### config.mk
export PLATFORM = sky130hd
export DESIGN_NAME = gpio_port_ctrl
export DESIGN_NICKNAME = d
export VERILOG_FILES = /design/src/rtl/gpio_pkg.sv /design/src/rtl/gpio_in_sync.sv /design/src/rtl/gpio_cfg_bank.sv /design/src/rtl/gpio_pad_ctrl.sv /design/src/rtl/gpio_port_ctrl.sv
export SDC_FILE = /design/constraint.sdc
export NUM_CORES = 1
export LEC_CHECK = 0
export CORE_ASPECT_RATIO = 1.4
export CORE_MARGIN = 2
export CORE_UTILIZATION = 53
export DETAILED_ROUTE_END_ITERATION = 12
export PLACE_DENSITY = 0.77
export SKIP_CTS_REPAIR_TIMING = 1
export SLEW_MARGIN = 10
export SYNTH_ARGS = -nofsm -noshare
export SYNTH_HDL_FRONTEND = slang
export SYNTH_SLANG_ARGS = --single-unit
### constraint.sdc
create_clock -name clk_i -period 2.61 [get_ports clk_i]
set_input_delay 0.522 -clock clk_i [delete_from_list [all_inputs] [get_ports clk_i]]
set_output_delay 0.522 -clock clk_i [all_outputs]
set_load 0.005 [all_outputs]
### src/rtl/gpio_pkg.sv
package gpio_pkg;
  localparam int PORT_W   = 8;
  localparam int SEL_ADDR = 'h10;
  localparam int CFG_ADDR = 'h11;

  typedef struct packed {
    logic pull_up;    // bit 2
    logic push_pull;  // bit 1
    logic out_en;     // bit 0
  } pin_cfg_t;

  // ports 0..2 on a 4-byte stride, later ports on a 2-byte stride
  function automatic int port_offset(input int p);
    return (p <= 2) ? 4 * p : 8 + 2 * (p - 2);
  endfunction
endpackage

### src/rtl/gpio_in_sync.sv
module gpio_in_sync #(
  parameter int W = 29
) (
  input  logic         clk_i,
  input  logic         rst_ni,
  input  logic [W-1:0] d_i,
  output logic [W-1:0] q_o
);
  logic [W-1:0] meta_q, sync_q;

  always_ff @(posedge clk_i or negedge rst_ni) begin
    if (!rst_ni) begin
      meta_q <= '0;
      sync_q <= '0;
    end else begin
      meta_q <= d_i;
      sync_q <= meta_q;
    end
  end

  assign q_o = sync_q;
endmodule

### src/rtl/gpio_cfg_bank.sv
module gpio_cfg_bank
  import gpio_pkg::*;
#(
  parameter int NUM_PINS = 29
) (
  input  logic                clk_i,
  input  logic                rst_ni,
  input  logic                sel_we_i,
  input  logic                cfg_we_i,
  input  logic [7:0]          wdata_i,
  output logic [7:0]          sel_code_o,
  output pin_cfg_t            cfg_rd_o,
  output logic [NUM_PINS-1:0] out_en_o,
  output logic [NUM_PINS-1:0] push_pull_o,
  output logic [NUM_PINS-1:0] pull_up_o
);
  localparam int IDX_W = $clog2(NUM_PINS);

  logic [6:0] sel_idx_q, wr_idx;
  logic       sel_valid;
  pin_cfg_t   cfg_q [NUM_PINS];

  // port nibble and 3-bit position form the linear pin index
  assign wr_idx    = {wdata_i[7:4], wdata_i[2:0]};
  assign sel_valid = !wdata_i[3] && (32'(wr_idx) < NUM_PINS);

  always_ff @(posedge clk_i or negedge rst_ni) begin
    if (!rst_ni) begin
      sel_idx_q <= '0;
    end else if (sel_we_i && sel_valid) begin
      sel_idx_q <= wr_idx;
    end
  end

  always_ff @(posedge clk_i or negedge rst_ni) begin
    if (!rst_ni) begin
      for (int n = 0; n < NUM_PINS; n++) cfg_q[n] <= '0;
    end else if (cfg_we_i) begin
      cfg_q[sel_idx_q[IDX_W-1:0]] <= pin_cfg_t'(wdata_i[2:0]);
    end
  end

  assign sel_code_o = {sel_idx_q[6:3], 1'b0, sel_idx_q[2:0]};
  assign cfg_rd_o   = cfg_q[sel_idx_q[IDX_W-1:0]];

  for (genvar n = 0; n < NUM_PINS; n++) begin : g_cfg_out
    assign out_en_o[n]    = cfg_q[n].out_en;
    assign push_pull_o[n] = cfg_q[n].push_pull;
    assign pull_up_o[n]   = cfg_q[n].pull_up;
  end

  a_r9_bad_sel_kept: assert property (@(posedge clk_i) disable iff (!rst_ni)
    (sel_we_i && !sel_valid) |=> $stable(sel_code_o));

  a_r3_cfg_store: assert property (@(posedge clk_i) disable iff (!rst_ni)
    cfg_we_i |=> (cfg_rd_o == $past(wdata_i[2:0])));
endmodule

### src/rtl/gpio_pad_ctrl.sv
module gpio_pad_ctrl #(
  parameter int NUM_PINS = 29
) (
  input  logic [NUM_PINS-1:0] data_i,
  input  logic [NUM_PINS-1:0] out_en_i,
  input  logic [NUM_PINS-1:0] push_pull_i,
  input  logic [NUM_PINS-1:0] pull_up_i,
  output logic [NUM_PINS-1:0] pin_out_o,
  output logic [NUM_PINS-1:0] pin_oe_o,
  output logic [NUM_PINS-1:0] pin_pu_o
);
  for (genvar n = 0; n < NUM_PINS; n++) begin : g_pad
    // open-drain: a 1 releases the pin, a 0 pulls it low
    assign pin_oe_o[n]  = out_en_i[n] & (push_pull_i[n] | ~data_i[n]);
    assign pin_out_o[n] = data_i[n] & push_pull_i[n];
    assign pin_pu_o[n]  = pull_up_i[n];
  end
endmodule

### src/rtl/gpio_port_ctrl.sv
module gpio_port_ctrl
  import gpio_pkg::*;
#(
  parameter int NUM_PINS = 29,
  parameter int ADDR_W   = 5
) (
  input  logic                clk_i,
  input  logic                rst_ni,
  input  logic [ADDR_W-1:0]   bus_addr_i,
  input  logic                bus_we_i,
  input  logic [7:0]          bus_wdata_i,
  output logic [7:0]          bus_rdata_o,
  input  logic [NUM_PINS-1:0] pin_in_i,
  output logic [NUM_PINS-1:0] pin_out_o,
  output logic [NUM_PINS-1:0] pin_oe_o,
  output logic [NUM_PINS-1:0] pin_pu_o
);
  localparam int NUM_PORTS = (NUM_PINS + PORT_W - 1) / PORT_W;
  localparam int LAST_BITS = NUM_PINS - (NUM_PORTS - 1) * PORT_W;

  logic [NUM_PORTS-1:0] port_hit;
  logic [NUM_PINS-1:0]  data_q, data_d, pin_sync;
  logic [NUM_PINS-1:0]  out_en_w, push_pull_w, pull_up_w;
  logic                 sel_we, cfg_we;
  logic [7:0]           sel_code;
  pin_cfg_t             cfg_rd;

  assign sel_we = bus_we_i && (bus_addr_i == ADDR_W'(SEL_ADDR));
  assign cfg_we = bus_we_i && (bus_addr_i == ADDR_W'(CFG_ADDR));

  for (genvar p = 0; p < NUM_PORTS; p++) begin : g_hit
    assign port_hit[p] = bus_we_i && (bus_addr_i == ADDR_W'(port_offset(p)));
  end

  always_comb begin
    data_d = data_q;
    for (int n = 0; n < NUM_PINS; n++) begin
      if (port_hit[n / PORT_W]) data_d[n] = bus_wdata_i[n % PORT_W];
    end
  end

  always_ff @(posedge clk_i or negedge rst_ni) begin
    if (!rst_ni) data_q <= '0;
    else         data_q <= data_d;
  end

  gpio_in_sync #(.W(NUM_PINS)) u_sync (
    .clk_i  (clk_i),
    .rst_ni (rst_ni),
    .d_i    (pin_in_i),
    .q_o    (pin_sync)
  );

  gpio_cfg_bank #(.NUM_PINS(NUM_PINS)) u_cfg (
    .clk_i       (clk_i),
    .rst_ni      (rst_ni),
    .sel_we_i    (sel_we),
    .cfg_we_i    (cfg_we),
    .wdata_i     (bus_wdata_i),
    .sel_code_o  (sel_code),
    .cfg_rd_o    (cfg_rd),
    .out_en_o    (out_en_w),
    .push_pull_o (push_pull_w),
    .pull_up_o   (pull_up_w)
  );

  gpio_pad_ctrl #(.NUM_PINS(NUM_PINS)) u_pad (
    .data_i      (data_q),
    .out_en_i    (out_en_w),
    .push_pull_i (push_pull_w),
    .pull_up_i   (pull_up_w),
    .pin_out_o   (pin_out_o),
    .pin_oe_o    (pin_oe_o),
    .pin_pu_o    (pin_pu_o)
  );

  always_comb begin
    bus_rdata_o = '0;
    if (bus_addr_i == ADDR_W'(SEL_ADDR)) bus_rdata_o = sel_code;
    if (bus_addr_i == ADDR_W'(CFG_ADDR)) bus_rdata_o = {5'b0, cfg_rd};
    for (int p = 0; p < NUM_PORTS; p++) begin
      if (bus_addr_i == ADDR_W'(port_offset(p))) begin
        for (int b = 0; b < PORT_W; b++) begin
          if (p * PORT_W + b < NUM_PINS) bus_rdata_o[b] = pin_sync[p * PORT_W + b];
        end
      end
    end
  end

  for (genvar n = 0; n < NUM_PINS; n++) begin : g_chk
    a_r2_bit_write: assert property (@(posedge clk_i) disable iff (!rst_ni)
      port_hit[n / PORT_W] |=> (data_q[n] == $past(bus_wdata_i[n % PORT_W])));
  end

  a_r4_tristate_quiet: assert property (@(posedge clk_i) disable iff (!rst_ni)
    (pin_oe_o & ~out_en_w) == '0);

  a_r6_od_never_high: assert property (@(posedge clk_i) disable iff (!rst_ni)
    (pin_oe_o & pin_out_o & ~push_pull_w) == '0);

  if (LAST_BITS < PORT_W) begin : g_last_chk
    a_r8_last_port_pad: assert property (@(posedge clk_i) disable iff (!rst_ni)
      (bus_addr_i == ADDR_W'(port_offset(NUM_PORTS - 1)))
        |-> ((bus_rdata_o >> LAST_BITS) == 8'h00));
  end
endmodule

Word-level counts from Yosys, hierarchy flattened
Index checks and enable logic that the tools add are counted.

Flip-flop bits (word level): 181. Input bits: 45. Output and inout port bits: 95.

$lt $le $gt $ge: 3. Equal/unequal tests: 5. Muxes and demuxes: 12. Bitwise gates (word level): 117. Reductions and logical operators: 11.

Operators by type and width (number): 87-bit bitwise mux (1); 1-bit bitwise AND (58); 8-bit 2-to-1 mux (5); 1-bit NOT (29); 1-bit OR (29); 3-bit binary-select mux with 5-bit select (1); 3-bit demux with 5-bit select (1); 5-bit by 4-bit == test with 1-bit output, second input constant (2); 5-bit == test, second input constant (2); 1-bit logical AND (9); 3-bit 2-to-1 mux (3); 7-bit by 5-bit less-than comparator with 1-bit output, second input constant (1); 6-bit >= comparator, second input constant (1); 6-bit by 1-bit less-than comparator with 1-bit output, second input constant (1); 5-bit NOT with 6-bit output (1); 5-bit by 3-bit == test with 1-bit output, second input constant (1); 5-bit zero test (1); 5-bit 2-to-1 mux (1); 1-bit zero test (1).

Logic depth before layout (Yosys ltp)
Gate-level depths: netlist (run 1).

Depth in word-level cells: 9. Mapped depth: 8. Mapped depth without buffers: 5.

Hierarchy
Synthesis (run 1) repeated with hierarchy kept, for this count alone.

Cell total of the unflattened synthesis: 637. Area, all modules: 8329.2 µm².

By module, submodules not included: gpio_cfg_bank (instances 1, cells an instance 339, area each 4580.6 µm²); gpio_port_ctrl (instances 1, cells an instance 124, area each 1535.2 µm²); gpio_in_sync (instances 1, cells an instance 58, area each 1451.4 µm²); gpio_pad_ctrl (instances 1, cells an instance 116, area each 762.0 µm²).

Worst setup path after synthesis (run 1)
OpenSTA, ideal clock, no wires.

Path type: input to output. Start point: in bus_addr_i[4]. End point: out bus_rdata_o[4]. Arrival time: 1.854 ns. Path slack: 0.234 ns. Stages: 6. Buffers on the path: 2. Path through: buf_2 > or3b_2 > nor3_1 > buf_2 > a221oi_1 > a21oi_1.

Longest elaborated chain between the ends: 7. Elaborated cells on any way between the ends: 12. Classes of those cells: 5 x eq/ne; 6 x mux; 1 x reduce/logical.

RTL lines: from (decl) (RTL line gpio_port_ctrl.sv:9) `input logic [ADDR_W-1:0] bus_addr_i,`; 5-bit == test (RTL line gpio_port_ctrl.sv:79) `if (bus_addr_i == ADDR_W'(SEL_ADDR)) bus_rdata_o = sel_code;`; 8-bit 2-to-1 mux (RTL line gpio_port_ctrl.sv:79); 8-bit 2-to-1 mux (RTL line gpio_port_ctrl.sv:80) `if (bus_addr_i == ADDR_W'(CFG_ADDR)) bus_rdata_o = {5'b0, cfg_rd};`; 8-bit 2-to-1 mux (3 in a row) (RTL line gpio_port_ctrl.sv:82) `if (bus_addr_i == ADDR_W'(port_offset(p))) begin`; 5-bit 2-to-1 mux * (RTL line gpio_port_ctrl.sv:82); to (decl) (RTL line gpio_port_ctrl.sv:12) `output logic [7:0] bus_rdata_o,`.

Every way passes the cells marked *; elsewhere a longest branch is shown, timed or not.

Worst setup path in the final report (run 1)
Start point: reg u_cfg.sel_idx_q[4]. End point: out bus_rdata_o[0].

Longest elaborated chain between the ends: 9.

RTL lines: from (decl) (RTL line gpio_cfg_bank.sv:19) `logic [6:0] sel_idx_q, wr_idx;`; from (signal assigned) (RTL line gpio_cfg_bank.sv:31) `sel_idx_q <= wr_idx;`; 5-bit NOT with 6-bit output (implied by the code) (RTL line gpio_cfg_bank.sv:44) `assign cfg_rd_o = cfg_q[sel_idx_q[IDX_W-1:0]];`; 3-bit binary-select mux with 5-bit select (RTL line gpio_cfg_bank.sv:44); 3-bit 2-to-1 mux (implied by the code) (2 in a row) (RTL line gpio_cfg_bank.sv:44); 8-bit 2-to-1 mux (RTL line gpio_port_ctrl.sv:80); 8-bit 2-to-1 mux (3 in a row) (RTL line gpio_port_ctrl.sv:82); 5-bit 2-to-1 mux (RTL line gpio_port_ctrl.sv:82).

No other way between the ends. The select of a mux whose other input is x is not followed.

==> run summary, run 1 <==
result of the run = complete, but fails checks
violated checks = hold timing, setup timing
# H-tree levels = 4
total track usage = 28.3%
fin cells = 1046
CTS Sinks = 181
Worst-Margin Slew = 483 ps
Netlist cell types = 40
Yosys Warn Count = 0
RSZ-0062 raised after global routing = true
Reg2Reg Depth = 6
synthesized area = 7960 sq um
HPWL after DPL = 16200 um
most common cell after layout, fill and taps aside = dfrtp_1
Crit path arrival time = 2360 ps
drt first pass iters = 7
grt ovf = 0
Clock Latency Late Sink = 430 ps
final setup skew = 5.95 ps
leakage power = 4.94 nW
most frequent cells in the layout = 177 x dfrtp_1, 125 x clkdlybuf4s50_1, 120 x mux2_2
post-route setup slack = -274 ps
HP Class = input port to async pin
CP Max Fanout = 8
Seq/Total Area, Yosys = 56.9%
area taken by flip-flops and latches = 4530 sq um
Post-Syn Nets = 670
wirelength, routed = 22400 um
largest net degree at the start of global routing = 71
DRT iter0 DRCs = 281
CTS Buf Count = 17
CTS Root Cell = clkbuf_16
placed insts = 1001
starting density of the core = 53.6%
Final Hold Fails = 18
Cells after Synth = 625
DRC Markers = 0
number of buffers on the longest clock path = 2
Slew Limit Headroom = 66.9%
die width = 108 um
layout cells sized above 1 = 35.7%
syn_area_per_cell = 12.7 sq um
total of fill cells in the finished design = 965
core area = 14900 sq um
vias in the first global route = 6083
Die Span Y = 149 um
Max Freq = 347 MHz
maximum vdd drop = 508 uV
CTS tree = yes
Async S/R FF share, synth = 100%
R2R Path End = u_cfg.push_pull_o[4]
clock transition at the registers of the reported paths = 70 ps
PD cells = 544 nW/um^2
Synth Register Bits = 181
Setup Viol. Count Final = 3
Min Hold Slack = -11.8 ps
main flop type after synthesis = dfrtp_1
Routed Antenna Nets = 0
number of max-cap violations = 0
drt wl/cell = 21.5 um
crit start category = register
GP Congestion = 0.963
# IOs = 140
Critical Path RT = 2090 ps
Post-DP Area = 10100 sq um
fin crit period = 2880 ps
die footprint = 16000 sq um
port bufs = 139
post-route cell area = 11200 sq um
Max Slew Vio Count = 0
crit path capture type = output pin
synth-to-layout area growth = 40.2%
area of the multi-input gates = 3430 sq um
vias per inst = 5.73
final net count = 886
EDFF count, synth = 0
Rows = 53
crit share post-route = 111%
first-pass GRT wire length = 33900 um
vias = 5992
WS Path Type = register to output pin
diodes inserted = 0
worst reg-to-reg setup slack = 590 ps
RR Startpoint = u_cfg.sel_idx_q[4]
initial antenna violation count = 0
fin util = 75.1%
## kinds of logic after synthesis
kind of cell,after synthesis,synth area share (%)
AND/OR/NAND/NOR,133,9.94
multiplexers,166,22.8
AO/OA/AOI/OAI,77,6.90
buffers and inverters,68,3.49
flip-flops,181,56.9
## sequential cells by signal (all words and copies together) (netlist names)
| signal | count |
|---|---|
| u_cfg.pull_up_o | 29 |
| u_cfg.out_en_o | 29 |
| u_sync.q_o | 29 |
| u_cfg.sel_idx_q | 7 |
| u_sync.meta_q | 29 |
| data_q | 29 |
| u_cfg.push_pull_o | 29 |
## cells in the mapped netlist (4+ instances only)
master | number | area (sq um)
inv_1 | 35 | 131
o22ai_1 | 24 | 150
a222oi_1 | 4 | 40.0
or4bb_1 | 6 | 67.6
mux2_2 | 120 | 1350
and2_1 | 31 | 194
nand2_1 | 26 | 97.6
nor2_1 | 21 | 78.8
mux2i_1 | 46 | 460
a21oi_1 | 8 | 40.0
clkbuf_1 | 19 | 71.3
buf_2 | 12 | 60.1
nand3_1 | 10 | 50.1
nor3_1 | 9 | 45.0
a21boi_0 | 29 | 218
or4b_2 | 4 | 40.0
dfrtp_1 | 181 | 4530
## layout make-up
cell class	count	share of cell area (%)
multi-input combinational	376	30.7
inverter	35	1.18
sequential	181	40.6
timing repair buffer	230	20.0
clock inverter	15	1.45
clock buffer	17	3.81
tap	192	2.15
## worst max-delay path by stage
| stage | slack, ps | end | from |
|---|---|---|---|
| 4_1_cts | -850 | bus_rdata_o[2] | u_cfg.sel_idx_q[2] |
| 2_1_floorplan | 230 | bus_rdata_o[4] | bus_addr_i[4] |
| 3_3_place_gp | -590 | bus_rdata_o[3] | bus_addr_i[4] |
| 3_5_place_dp | -730 | bus_rdata_o[0] | bus_addr_i[4] |
| 5_1_grt | -310 | bus_rdata_o[0] | u_cfg.sel_idx_q[2] |
| 6_report | -270 | bus_rdata_o[0] | u_cfg.sel_idx_q[4] |
## critical path, cell delays in order, from the launching register on
cell and delay [ps]:
dfrtp_2 500, buf_6 150, or4bb_4 580, o22ai_4 190
nor4_4 50, a31o_2 260, nand3_2 80, clkbuf_2 110
## per-stage QoR
stage / TNS [ps] / setup slack [ps] / power [mW]
3_3_place_gp: -15650 / -589 / 3.57
6_report: -774 / -274 / 6.07
2_1_floorplan: 0 / 234 / 3.28
4_1_cts: -5160 / -850 / 6.07
5_1_grt: -892 / -311 / 6.30
3_5_place_dp: -15670 / -732 / 3.60
## metal layers
| layer | share of wire [%] | up-vias | global-route usage [%] |
|---|---|---|---|
| met5 | 0 | - | 0 |
| li1 | - | 2668 | - |
| met4 | 4.0 | 0 | 10.4 |
| met2 | 53 | 223 | 50.3 |
| met1 | 38 | 3045 | 34.1 |
| met3 | 4.6 | 56 | 4.98 |
## report_power, final
part           internal, mW  total (mW)  leakage [nW]  switching [mW]
logic                 0.281       0.538          2.31           0.257
registers              2.95        3.05          2.35          0.0950
clock network          1.28        2.49         0.286            1.20
total                  4.52        6.07          4.94            1.56
Power figures use the tool's default switching activity.
==> inputs of run 2 (changes only) <==
--- a/config.mk
+++ b/config.mk
@@ -10,6 +10,7 @@
 export CORE_UTILIZATION = 53
 export DETAILED_ROUTE_END_ITERATION = 12
 export PLACE_DENSITY = 0.77
+export REMOVE_ABC_BUFFERS = 1
 export SKIP_CTS_REPAIR_TIMING = 1
 export SLEW_MARGIN = 10
 export SYNTH_ARGS = -nofsm -noshare
==> run summary, run 2 (synthesized netlist as in run 1, its figures left out) <==
result of the run = complete, but fails checks
violated checks = setup timing
DRC Markers = 0 (unchanged)
Clock Power Share = 42.6% (+1.7 points)
clock transition at the registers of the reported paths = 70 ps (about the same)
CTS Sinks = 181 (unchanged)
Pint = 4.72 mW (+4.5%)
CTS Root Cell = clkbuf_16
Reg2Reg Depth = 7 (+1)
max layer used = met4
number of max-cap violations = 0 (unchanged)
crit start category = register
synth-to-layout area growth = 40.7%
crit path capture = bus_rdata_o[1]
diodes inserted = 0 (unchanged)
GP Congestion = 0.985 (+2.2%)
Critical Path Source = u_cfg.sel_idx_q[4]
post-route setup slack = -329 ps (-54.7 ps)
most frequent cells in the layout = 176 x dfrtp_1, 125 x clkdlybuf4s50_1, 120 x mux2_2
metal2 WL = 12100 um (+1.4%)
die footprint = 16000 sq um (unchanged)
most common cell after layout, fill and taps aside = dfrtp_1
Rows = 53 (unchanged)
HPWL after DPL = 15800 um (-2.7%)
layout cells sized above 1 = 36.3% (+0.58 points)
Post-DP Area = 10100 sq um (-0.15%)
Max Freq = 340 MHz (-1.9%)
initial antenna violation count = 0 (unchanged)
leakage power = 4.98 nW (+0.82%)
final setup skew = 8.15 ps (+2.21 ps)
WS Path Type = register to output pin
fin crit period = 2940 ps (+54.7 ps)
core area = 14900 sq um (unchanged)
CTS Buf Count = 17 (unchanged)
CP Max Fanout = 6 (-2)
vias per inst = 5.77 (+0.80%)
drt wl/cell = 21.7 um (+0.92%)
Sequential Power Share = 48.6% (-1.6 points)
number of buffers on the longest clock path = 2 (unchanged)
total of fill cells in the finished design = 934 (-3.2%)
Worst-Margin Slew = 599 ps (+116 ps)
drt first pass iters = 5 (-2)
Min Hold Slack = 74.8 ps (+86.7 ps)
Critical Path RT = 2090 ps (about the same)
RSZ-0062 raised after global routing = true
Clock Latency Late Sink = 430 ps (about the same)
maximum vdd drop = 489 uV (-3.7%)
CTS tree = yes
Power, Total = 6.28 mW (+3.3%)
Die Span Y = 149 um (unchanged)
placed insts = 999 (-0.20%)
PD cells = 560 nW/um^2 (+2.9%)
crit share post-route = 113% (+2.1 points)
Final Hold Fails = 0 (-18)
fin cells = 1049 (+0.29%)
R2R Path End = u_cfg.push_pull_o[12]
Max Slew Vio Count = 0 (unchanged)
# H-tree levels = 4 (unchanged)
first-pass GRT wire length = 33800 um (-0.28%)
HP Class = input port to async pin
post-route cell area = 11200 sq um (+0.38%)
crit path capture type = output pin
Slew Limit Headroom = 60.1% (-6.8 points)
die width = 108 um (unchanged)
met1 WL = 8120 um (-5.2%)
Routed Antenna Nets = 0 (unchanged)
wirelength, routed = 22700 um (+1.2%)
vias in the first global route = 6297 (+3.5%)
starting density of the core = 53.6% (unchanged)
grt ovf = 0 (unchanged)
total track usage = 28.1% (-0.19 points)
worst reg-to-reg setup slack = 610 ps (+20 ps)
RR Startpoint = u_cfg.sel_idx_q[1]
Crit path arrival time = 2420 ps (+60 ps)
Setup Viol. Count Final = 3 (unchanged)
WL met3 = 1460 um (+41%)
port bufs = 139 (unchanged)
vias = 6057 (+1.1%)
Net Sw Frac = 24.8% (-0.87 points)
Switching Power = 1.55 mW (-0.18%)
DRT iter0 DRCs = 511 (+82%)
Gate power share = 8.8% (about the same)
final net count = 889 (+0.34%)
largest net degree at the start of global routing = 67 (-5.6%)
# IOs = 140 (unchanged)
## run 2: cell count changes in the layout (fill, tap and decap cells not counted), moves of 2 or more
cell       before  now
buf_4          67   78
buf_6          15    9
bufinv_16       0    2
clkinv_8        3    1
inv_6           2    5
inv_8           5    3
mux2i_1        43   41
mux2i_2         3    5
nor4_2          1    3
o22ai_2        10   13
o22ai_4         6    3
## run 2: cell type report
type	instances	area (sq um)	area share, %
sequential	181	4540	40.5
multi-input combinational	376	3440	30.7
timing repair buffer	233	2240	20.0
clock buffer	18	439	3.92
tap	192	240	2.14
clock inverter	14	180	1.61
inverter	35	131	1.17
## run 2: power by group through the flow
stage          logic, mW  registers [mW]  clock network, mW
6_report           0.551            3.05               2.67
5_1_grt            0.589            3.07               2.84
4_1_cts            0.500            3.05               2.70
3_5_place_dp       0.497            3.10                  0
3_3_place_gp       0.480            3.09                  0
2_1_floorplan      0.177            3.08                  0
## run 2: layer usage
layer	track usage, %	up-vias
met5	0	-
met4	13.3	0
met3	6.38	75
met2	48.3	278
met1	33.2	3048
li1	-	2656
## run 2: through the flow
step	setup WS, ps	util [%]	setup TNS, ps
floorplan	-395	-	-1170
global placement	-542	68.1	-15470
detailed placement	-614	68.1	-22750
CTS	-809	72.3	-5280
global route	-363	75.4	-1040
finish	-329	75.4	-940
## run 2: critical path, cell delays in order (launching register included)
cell and delay (ps):
dfrtp_2 470, buf_6 150, buf_6 100, or4bb_4 490
o22ai_4 200, nor4_2 90, a31o_2 250, nand3_1 110
buf_2 130
## run 2: worst min path at each step
stage	from	endpoint	slack (ps)
floorplan	rst_ni	data_q[0]	230
global route	rst_ni	u_sync.meta_q[16]	110
finish	rst_ni	u_sync.meta_q[16]	70
detailed placement	u_sync.meta_q[14]	u_sync.q_o[14]	330
global placement	u_sync.meta_q[16]	u_sync.q_o[16]	330
CTS	rst_ni	u_sync.meta_q[16]	90
==> inputs of run 3 (changes only) <==
==> constraint.sdc (replaced) <==
create_clock -name clk_i -period 2.8 [get_ports clk_i]
set_input_delay 0.56 -clock clk_i [delete_from_list [all_inputs] [get_ports clk_i]]
set_output_delay 0.56 -clock clk_i [all_outputs]
set_load 0.005 [all_outputs]
==> run summary, run 3 (synthesized netlist as in run 1, its figures left out) <==
total of fill cells in the finished design = 968 (+3.6%)
DRT iter0 DRCs = 436 (-15%)
vias per inst = 5.92 (+2.6%)
diodes inserted = 0 (unchanged)
# IOs = 140 (unchanged)
post-route setup slack = -259 ps (+69.9 ps)
Worst-Margin Slew = 587 ps (-12.4 ps)
most frequent cells in the layout = 176 x dfrtp_1, 125 x clkdlybuf4s50_1, 120 x mux2_2
Crit path arrival time = 2500 ps (+80 ps)
CP Max Fanout = 4 (-2)
leakage power = 4.93 nW (-0.98%)
synth-to-layout area growth = 39.4%
Setup Viol. Count Final = 3 (unchanged)
first-pass GRT wire length = 34700 um (+2.8%)
starting density of the core = 53.6% (unchanged)
result of the run = complete, but fails checks
port bufs = 139 (unchanged)
core area = 14900 sq um (unchanged)
vias = 6209 (+2.5%)
fin crit period = 3060 ps
Max Slew Vio Count = 0 (unchanged)
pre-CTS setup slack = -523 ps (+91.5 ps)
drt wl/cell = 22.8 um (+5.3%)
CTS Buf Count = 17 (unchanged)
Routed Antenna Nets = 0 (unchanged)
HP Class = input port to async pin
wirelength, routed = 23900 um (+5.2%)
die width = 108 um (unchanged)
DRC Markers = 0 (unchanged)
Die Span Y = 149 um (unchanged)
largest net degree at the start of global routing = 58 (-13%)
total track usage = 29.0% (+0.86 points)
CTS Sinks = 181 (unchanged)
CTS tree = yes
layout cells sized above 1 = 35.3% (-1.0 points)
violated checks = setup timing
clock transition at the registers of the reported paths = 70 ps (about the same)
number of buffers on the longest clock path = 2 (unchanged)
CTS Root Cell = clkbuf_16
Max Freq = 327 MHz
Min Hold Slack = 78.1 ps (+3.30 ps)
Rows = 53 (unchanged)
Critical Path RT = 2240 ps (+150 ps)
die footprint = 16000 sq um (unchanged)
vias in the first global route = 6353 (+0.89%)
initial antenna violation count = 0 (unchanged)
maximum vdd drop = 453 uV (-7.3%)
Clock Latency Late Sink = 430 ps (about the same)
crit start category = register
crit path capture type = output pin
final net count = 888 (-0.11%)
crit share post-route = 109%
# H-tree levels = 4 (unchanged)
Final Hold Fails = 0 (unchanged)
most common cell after layout, fill and taps aside = dfrtp_1
HPWL after DPL = 16000 um (+1.6%)
PD cells = 517 nW/um^2 (-7.6%)
RSZ-0062 raised after global routing = true
Slew Limit Headroom = 60.6% (+0.53 points)
GP Congestion = 0.965 (-2.0%)
drt first pass iters = 8 (+3)
number of max-cap violations = 0 (unchanged)
grt ovf = 0 (unchanged)
Setup TNS Final = -742 ps (+198 ps)
WS Path Type = register to output pin
final setup skew = 4.39 ps (-3.76 ps)
[run 3: changes by cell type in the layout (fill, tap and decap cells not counted), sizes merged]
cell	before	now
buf	96	94
bufinv	2	0
clkbuf	20	22
clkinvlp	0	1
dlymetal6s2s	10	9
inv	43	44
[run 3: per-layer routing]
metal / wire length [um] / global-route usage (%) / up-vias
met5: 0 / 0 / -
met4: 1420 / 11.7 / 0
met3: 1670 / 5.50 / 109
met2: 12500 / 51.6 / 353
met1: 8340 / 34.1 / 3088
li1: - / - / 2659
[run 3: path summary, 6_finish.rpt]
| check | slack (ps) | startpoint | end | depth (start not counted) |
|---|---|---|---|---|
| setup / recovery | -260 | u_cfg.sel_idx_q[0] | bus_rdata_o[2] | 8 |
| hold / removal | 80 | rst_ni | u_sync.meta_q[8] | 1 |
| setup reg to reg | 720 | u_cfg.sel_idx_q[4] | u_cfg.pull_up_o[0] | 5 |
| hold reg to reg | 350 | u_sync.meta_q[13] | u_sync.q_o[13] | 0 |
| max in group asynchronous | 1870 | rst_ni | u_cfg.out_en_o[25] | 2 |
| min in group clk_i | 350 | u_sync.meta_q[13] | u_sync.q_o[13] | 0 |
[run 3: metrics by stage]
step,area [sq um],cells,util [%],total power [mW]
2_1_floorplan,7810,592,-,3.04
3_3_place_gp,10100,999,67.9,3.32
3_5_place_dp,10100,999,67.9,3.35
4_1_cts,10700,1031,71.9,5.71
5_1_grt,11100,1048,74.7,5.94
6_report,11100,1048,74.7,5.74
[run 3: cell type report]
| cell class | instances | area, sq um | area share (%) |
|---|---|---|---|
| clock buffer | 18 | 439 | 3.96 |
| multi-input combinational | 376 | 3400 | 30.6 |
| sequential | 181 | 4540 | 40.9 |
| timing repair buffer | 232 | 2190 | 19.8 |
| inverter | 35 | 131 | 1.18 |
| clock inverter | 14 | 159 | 1.43 |
| tap | 192 | 240 | 2.16 |
[run 3: worst max-delay path, cell delays in order (launching register included)]
cell and delay [ps]:
dfrtp_2 430, buf_4 150, buf_4 140, or4bb_4 590, o22ai_2 250, nor4_2 70, a31o_2 250, nand3_2 80
clkbuf_2 110
[run 3: power by group]
group	leakage [nW]	total [mW]	internal (mW)	switching, mW
Sequential	2.35	2.84	2.75	0.0889
Clock	0.292	2.39	1.23	1.16
Combinational	2.29	0.509	0.261	0.249
Total	4.93	5.74	4.24	1.50
